`src/rtl/cwq_pkg.sv`:
```
package cwq_pkg;

  // Register selection decoded from the byte address
  typedef enum logic [1:0] {
    SEL_DATA  = 2'd0,
    SEL_CTRL  = 2'd1,
    SEL_LEVEL = 2'd2,
    SEL_NONE  = 2'd3
  } reg_sel_e;

  // Word indices of the mapped registers (byte address / 4)
  localparam int unsigned IDX_DATA  = 0;
  localparam int unsigned IDX_CTRL  = 1;
  localparam int unsigned IDX_LEVEL = 2;

endpackage

```
`src/rtl/cwq_ram.sv`:
```
module cwq_ram #(
  parameter int unsigned DATA_W = 32,
  parameter int unsigned DEPTH  = 64,
  localparam int unsigned PTR_W = $clog2(DEPTH)
) (
  input  logic              clk,
  input  logic              we,
  input  logic [PTR_W-1:0]  waddr,
  input  logic [DATA_W-1:0] wdata,
  input  logic [PTR_W-1:0]  raddr,
  output logic [DATA_W-1:0] rdata
);

  logic [DATA_W-1:0] mem [DEPTH];

  always_ff @(posedge clk) begin
    if (we) begin
      mem[waddr] <= wdata;
    end
  end

  // Head word is needed in the same cycle it becomes the oldest entry
  assign rdata = mem[raddr];

endmodule

```
`src/rtl/cwq_ctrl.sv`:
```
module cwq_ctrl #(
  parameter int unsigned DEPTH  = 64,
  localparam int unsigned PTR_W = $clog2(DEPTH),
  localparam int unsigned LVL_W = $clog2(DEPTH + 1)
) (
  input  logic             clk,
  input  logic             rst,
  input  logic             cork,
  input  logic             host_push_req,
  input  logic             host_pop_req,
  input  logic             s_valid,
  input  logic             m_ready,
  output logic             s_ready,
  output logic             m_valid,
  output logic             push,
  output logic             pop,
  output logic [PTR_W-1:0] wptr,
  output logic [PTR_W-1:0] rptr,
  output logic [LVL_W-1:0] level,
  output logic             full,
  output logic             empty
);

  localparam logic [LVL_W-1:0] LVL_MAX = LVL_W'(DEPTH);
  localparam logic [LVL_W-1:0] LVL_ONE = LVL_W'(1);
  localparam logic [PTR_W-1:0] PTR_ONE = PTR_W'(1);

  logic host_push, host_pop, strm_push, strm_pop;

  assign full  = (level == LVL_MAX);
  assign empty = (level == '0);

  // Host owns the write port when it writes the data register
  assign host_push = host_push_req && !full;
  assign s_ready   = !cork && !full && !host_push_req;
  assign strm_push = s_valid && s_ready;
  assign push      = host_push || strm_push;

  // Host owns the read port when it reads the data register
  assign host_pop = host_pop_req && !empty;
  assign m_valid  = !cork && !empty && !host_pop_req;
  assign strm_pop = m_valid && m_ready;
  assign pop      = host_pop || strm_pop;

  always_ff @(posedge clk) begin
    if (rst) begin
      wptr  <= '0;
      rptr  <= '0;
      level <= '0;
    end else begin
      if (push) begin
        wptr <= wptr + PTR_ONE;
      end
      if (pop) begin
        rptr <= rptr + PTR_ONE;
      end
      unique case ({push, pop})
        2'b10:   level <= level + LVL_ONE;
        2'b01:   level <= level - LVL_ONE;
        default: level <= level;
      endcase
    end
  end

endmodule

```
`src/rtl/cwq_regs.sv`:
```
module cwq_regs
  import cwq_pkg::*;
#(
  parameter int unsigned DATA_W = 32,
  parameter int unsigned ADDR_W = 4,
  parameter int unsigned LVL_W  = 7,
  localparam int unsigned IDX_W = ADDR_W - 2
) (
  input  logic              clk,
  input  logic              rst,
  input  logic              reg_wr,
  input  logic              reg_rd,
  input  logic [ADDR_W-1:0] reg_addr,
  input  logic              cork_wbit,
  input  logic [DATA_W-1:0] head,
  input  logic [LVL_W-1:0]  level,
  input  logic              empty,
  output logic              host_push_req,
  output logic              host_pop_req,
  output logic              cork,
  output logic [DATA_W-1:0] reg_rdata,
  output logic              reg_rvalid
);

  reg_sel_e         sel;
  logic [IDX_W-1:0] idx;
  logic             aligned;

  assign idx     = reg_addr[ADDR_W-1:2];
  assign aligned = (reg_addr[1:0] == 2'b00);

  always_comb begin
    sel = SEL_NONE;
    if (aligned) begin
      if (idx == IDX_W'(IDX_DATA)) begin
        sel = SEL_DATA;
      end else if (idx == IDX_W'(IDX_CTRL)) begin
        sel = SEL_CTRL;
      end else if (idx == IDX_W'(IDX_LEVEL)) begin
        sel = SEL_LEVEL;
      end
    end
  end

  assign host_push_req = reg_wr && (sel == SEL_DATA);
  assign host_pop_req  = reg_rd && (sel == SEL_DATA);

  always_ff @(posedge clk) begin
    if (rst) begin
      cork       <= 1'b1;
      reg_rdata  <= '0;
      reg_rvalid <= 1'b0;
    end else begin
      reg_rvalid <= reg_rd;
      if (reg_wr && (sel == SEL_CTRL)) begin
        cork <= cork_wbit;
      end
      if (reg_rd) begin
        unique case (sel)
          SEL_DATA:  reg_rdata <= empty ? '0 : head;
          SEL_CTRL:  reg_rdata <= DATA_W'(cork);
          SEL_LEVEL: reg_rdata <= DATA_W'(level);
          default:   reg_rdata <= '0;
        endcase
      end
    end
  end

endmodule

```
`src/rtl/corked_word_queue.sv`:
```
module corked_word_queue #(
  parameter int unsigned DATA_W = 32,
  parameter int unsigned DEPTH  = 64,
  parameter int unsigned ADDR_W = 4,
  localparam int unsigned PTR_W = $clog2(DEPTH),
  localparam int unsigned LVL_W = $clog2(DEPTH + 1)
) (
  input  logic              clk,
  input  logic              rst,
  input  logic              reg_wr,
  input  logic              reg_rd,
  input  logic [ADDR_W-1:0] reg_addr,
  input  logic [DATA_W-1:0] reg_wdata,
  output logic [DATA_W-1:0] reg_rdata,
  output logic              reg_rvalid,
  input  logic              s_valid,
  output logic              s_ready,
  input  logic [DATA_W-1:0] s_data,
  output logic              m_valid,
  input  logic              m_ready,
  output logic [DATA_W-1:0] m_data
);

  logic             cork;
  logic             host_push_req, host_pop_req;
  logic             push, pop, full, empty;
  logic [PTR_W-1:0] wptr, rptr;
  logic [LVL_W-1:0] level;
  logic [DATA_W-1:0] head, ram_wdata;

  cwq_regs #(
    .DATA_W (DATA_W),
    .ADDR_W (ADDR_W),
    .LVL_W  (LVL_W)
  ) u_regs (
    .clk           (clk),
    .rst           (rst),
    .reg_wr        (reg_wr),
    .reg_rd        (reg_rd),
    .reg_addr      (reg_addr),
    .cork_wbit     (reg_wdata[0]),
    .head          (head),
    .level         (level),
    .empty         (empty),
    .host_push_req (host_push_req),
    .host_pop_req  (host_pop_req),
    .cork          (cork),
    .reg_rdata     (reg_rdata),
    .reg_rvalid    (reg_rvalid)
  );

  cwq_ctrl #(
    .DEPTH (DEPTH)
  ) u_ctrl (
    .clk           (clk),
    .rst           (rst),
    .cork          (cork),
    .host_push_req (host_push_req),
    .host_pop_req  (host_pop_req),
    .s_valid       (s_valid),
    .m_ready       (m_ready),
    .s_ready       (s_ready),
    .m_valid       (m_valid),
    .push          (push),
    .pop           (pop),
    .wptr          (wptr),
    .rptr          (rptr),
    .level         (level),
    .full          (full),
    .empty         (empty)
  );

  // The host has priority on the single write port
  assign ram_wdata = host_push_req ? reg_wdata : s_data;

  cwq_ram #(
    .DATA_W (DATA_W),
    .DEPTH  (DEPTH)
  ) u_ram (
    .clk   (clk),
    .we    (push),
    .waddr (wptr),
    .wdata (ram_wdata),
    .raddr (rptr),
    .rdata (head)
  );

  assign m_data = head;

endmodule

```
`config.mk`:
```
export PLATFORM = sky130hd
export DESIGN_NAME = corked_word_queue
export DESIGN_NICKNAME = d
export VERILOG_FILES = /design/src/rtl/cwq_pkg.sv /design/src/rtl/cwq_ram.sv /design/src/rtl/cwq_ctrl.sv /design/src/rtl/cwq_regs.sv /design/src/rtl/corked_word_queue.sv
export SDC_FILE = /design/constraint.sdc
export NUM_CORES = 2
export LEC_CHECK = 0
export BUFFER_PORTS_ARGS = -buffer_cell sky130_fd_sc_hd__clkbuf_2
export CELL_PAD_IN_SITES_DETAIL_PLACEMENT = 0
export CELL_PAD_IN_SITES_GLOBAL_PLACEMENT = 1
export CORE_UTILIZATION = 30
export CTS_CLUSTER_SIZE = 25
export DETAILED_ROUTE_END_ITERATION = 12
export GPL_ROUTABILITY_DRIVEN = 0
export HOLD_SLACK_MARGIN = 0.15
export PLACE_DENSITY = 0.58
export SLEW_MARGIN = 20
export SYNTH_ARGS = -nofsm -noshare
export SYNTH_HDL_FRONTEND = slang
export SYNTH_HIERARCHICAL = 1
export SYNTH_SLANG_ARGS = --single-unit
```
`constraint.sdc`:
```
create_clock -name clk -period 4.82 [get_ports clk]
set_input_delay 0.723 -clock clk [delete_from_list [all_inputs] [get_ports clk]]
set_output_delay 0.723 -clock clk [all_outputs]
set_load 0.005 [all_outputs]
```
==> results.cfg <==
[status]
status = completed

[die]
chipHeight_um = 522
die_area_um2 = 272000
rows = 190
core_area_um2 = 268000
die_x_um = 522
initial_core_util_pct = 30.2
io_pins = 141

[layout]
syn_to_final_growth_pct = 16.4
fill_cells = 24700
drive_above_1_share_pct = 31.5
multi_input_area_um2 = 18000
nets = 4051
seqCellArea_um2 = 62600

[sta]
period_minus_slack_ns = 4.69
tns_ns = 0
min_period_over_period_pct = 97.4
rsz0062_at_grt = no
finalHoldViolations = 0
drv_slew = 0
skew_ns = 0.0380
maxSlewHeadroom_pct = 34.9
worst_slew_pin_slew_ns = 0.973
max_freq_ghz = 0.213
finalSetupViolCount = 0
fin_hold_ws_ns = 0.235

[clock_network]
cts.sinks = 2101
clock-root-buffer = clkbuf_16
clk_latency_ns = 0.84
clkTransAtPathRegs_ns = 0.06
cts_buffers = 205
tritoncts = done
cts_max_level = 4
clockBufferDepth = 3

[pwr]
vdd_drop_max_mv = 0.308
powerDensity_nw_per_um2 = 382
p_leak_nw = 28.0

[drt]
wl_per_cell_um = 28.7
route.detailed.drc = 0
first_iter_violations = 4143
drtAntennaViolNets = 0
viasPerCell = 5.10
dr.pass1.iters = 5
routed_wl_um = 221000
vias = 39300

[yosys]
syn_inst = 3625
synth.yosys.warnings = 6
ys.flop_type = edfxtp_1
synthTopCellsByArea = edfxtp_1 (76%), mux4_2 (15%), dfxtp_1 (1.3%)
synth_largest_area_cell = edfxtp_1
synth_common_cells = edfxtp_1 (2048), mux4_2 (544), nor2_1 (181), mux2i_1 (94)
yosysUniqueCellTypes = 72
avgSynthCellArea_um2 = 22.4
yosysTopAreaCellShare_pct = 75.8
async_reset_ff_share_pct = 0
synth_most_common_cell = edfxtp_1
synth_nets = 3708
netlist_area_um2 = 81100
synth-edff-count = 2048
synth-seq-cells = 2101
ys_seq_area_share_pct = 77.1

[global_routing]
grt_first_pass_wirelength_um = 311000
gr-total-overflow = 0
grtUsageTotal_pct = 16.2
grt_max_degree = 65
antenna_found_initial = 13
first_global_vias = 40000

[setup_path]
crit_path_max_fanout = 41
crit_arrival_ns = 3.97
rr_worst_depth = 8
worstSetupEndpointType = primary output
worst-setup-path-type = reg2out
cp-start-kind = flop
r2r_start = u_ctrl/rptr[0]$_SDFFE_PP0P_
r2r_setup_slack_ns = 1.40
r2r-end = u_regs/reg_rdata[21]$_SDFFE_PP0P_
required_ns = 4.10

[worst_hold_path]
hold_depth = 2
hold_path.class = in2reg
hold_end = u_ctrl/level[0]$_SDFFE_PP0P_
min_from = rst

[placed_design]
io_buffers = 140
dp_hpwl_um = 130000

[job]
cap_violations = 0
cell type report:
type	instances	share of cell area [%]
flip-flops and latches	2101	66.3
multi-input cells	1303	19.0
clock buffers	269	5.77
well taps	3552	4.71
repair buffers	341	3.12
clock inverters	113	0.970
inverters	16	0.0636
diodes	12	0.0318
state kept, by name, summed over array words and instances, names as in the netlist:
signal / cells
u_regs/reg_rvalid: 1
u_regs/cork: 1
u_ctrl/level: 7
u_regs/reg_rdata: 32
u_ctrl/rptr: 6
u_ram/mem: 2048
u_ctrl/wptr: 6
cells in the final DEF, fill, tap and decap left out, types with 41 or more instances in the layout:
cell       Yosys  routed
nor2_4         0      62
clkinv_2       0      47
clkbuf_1      84      60
buf_4         25     142
dfxtp_1       53      48
nor2_1       181     119
mux4_2       544     544
clkbuf_16      0     208
o22ai_1       84      75
edfxtp_1    2048    2048
mux2i_1       94      94
a21oi_1       75      72
buf_12         3      57
clkinv_1       1      41
nor2b_1       42      42
clkbuf_2       0     139
per-layer routing:
layer,routed length [µm],GRT usage [%],up-vias
met3,14500,3.35,260
met4,4310,3.73,2
met5,13,0,-
met1,95200,22.2,21700
li1,-,-,16100
met2,107000,26.3,1235
where the power goes:
group	switching (mW)	leakage (nW)	internal, mW
Sequential	0.00436	18.8	20.1
Clock	6.85	3.12	8.54
Combinational	0.475	6.09	0.0960
Total	7.33	28.0	28.7
per-stage QoR:
step           std cells  cell area [µm²]  setup WS [ns]  total power, mW  utilization, %
2_1_floorplan       3625            81100          0.561             20.7               -
3_3_place_gp        7311            87900          0.662             21.0            32.7
3_5_place_dp        7311            87900          0.715             21.1            32.7
4_1_cts             7695            94300         0.0225             36.4            35.1
5_1_grt             7696            94400        0.00976             37.1            35.2
6_report            7707            94400          0.127             36.1            35.2
cell families after synthesis:
kind of cell,synth area share [%]
flip-flops,77.1
multiplexers,16.9
AND/OR/NAND/NOR,2.07
AO/OA/AOI/OAI,2.31
buffers and inverters,1.43
adder cells (fa/ha/maj),0.148
XOR/XNOR,0.0432
worst max-delay path, cell delays in order, from the launching register on:
cell	delay (ns)
dfxtp_4	0.52
buf_12	0.23
buf_12	0.32
mux4_2	0.56
mux4_2	0.56
o22ai_1	0.43
nor2_1	0.25
clkbuf_2	0.17
repair_timing:
action                     CTS  global route
hold buffers                 0             0
setup buffers                2             0
cloned                       0             0
gates resized for setup      4            11
setup endpoints to repair   10            11
worst max-delay path by stage:
stage | startpoint | to | slack [ns]
6_report | u_ctrl/rptr[0]$_SDFFE_PP0P_ | m_data[21] | 0.13
5_1_grt | u_ctrl/rptr[2]$_SDFFE_PP0P_ | m_data[30] | 0.01
4_1_cts | u_ctrl/rptr[0]$_SDFFE_PP0P_ | m_data[18] | 0.02
3_5_place_dp | reg_addr[1] | u_ram/mem[62][26]$_DFFE_PP_ | 0.71
3_3_place_gp | reg_addr[1] | u_ram/mem[62][14]$_DFFE_PP_ | 0.66
2_1_floorplan | reg_addr[1] | u_ram/mem[62][0]$_DFFE_PP_ | 0.56
Note: power is estimated with default switching activity, not from simulation.
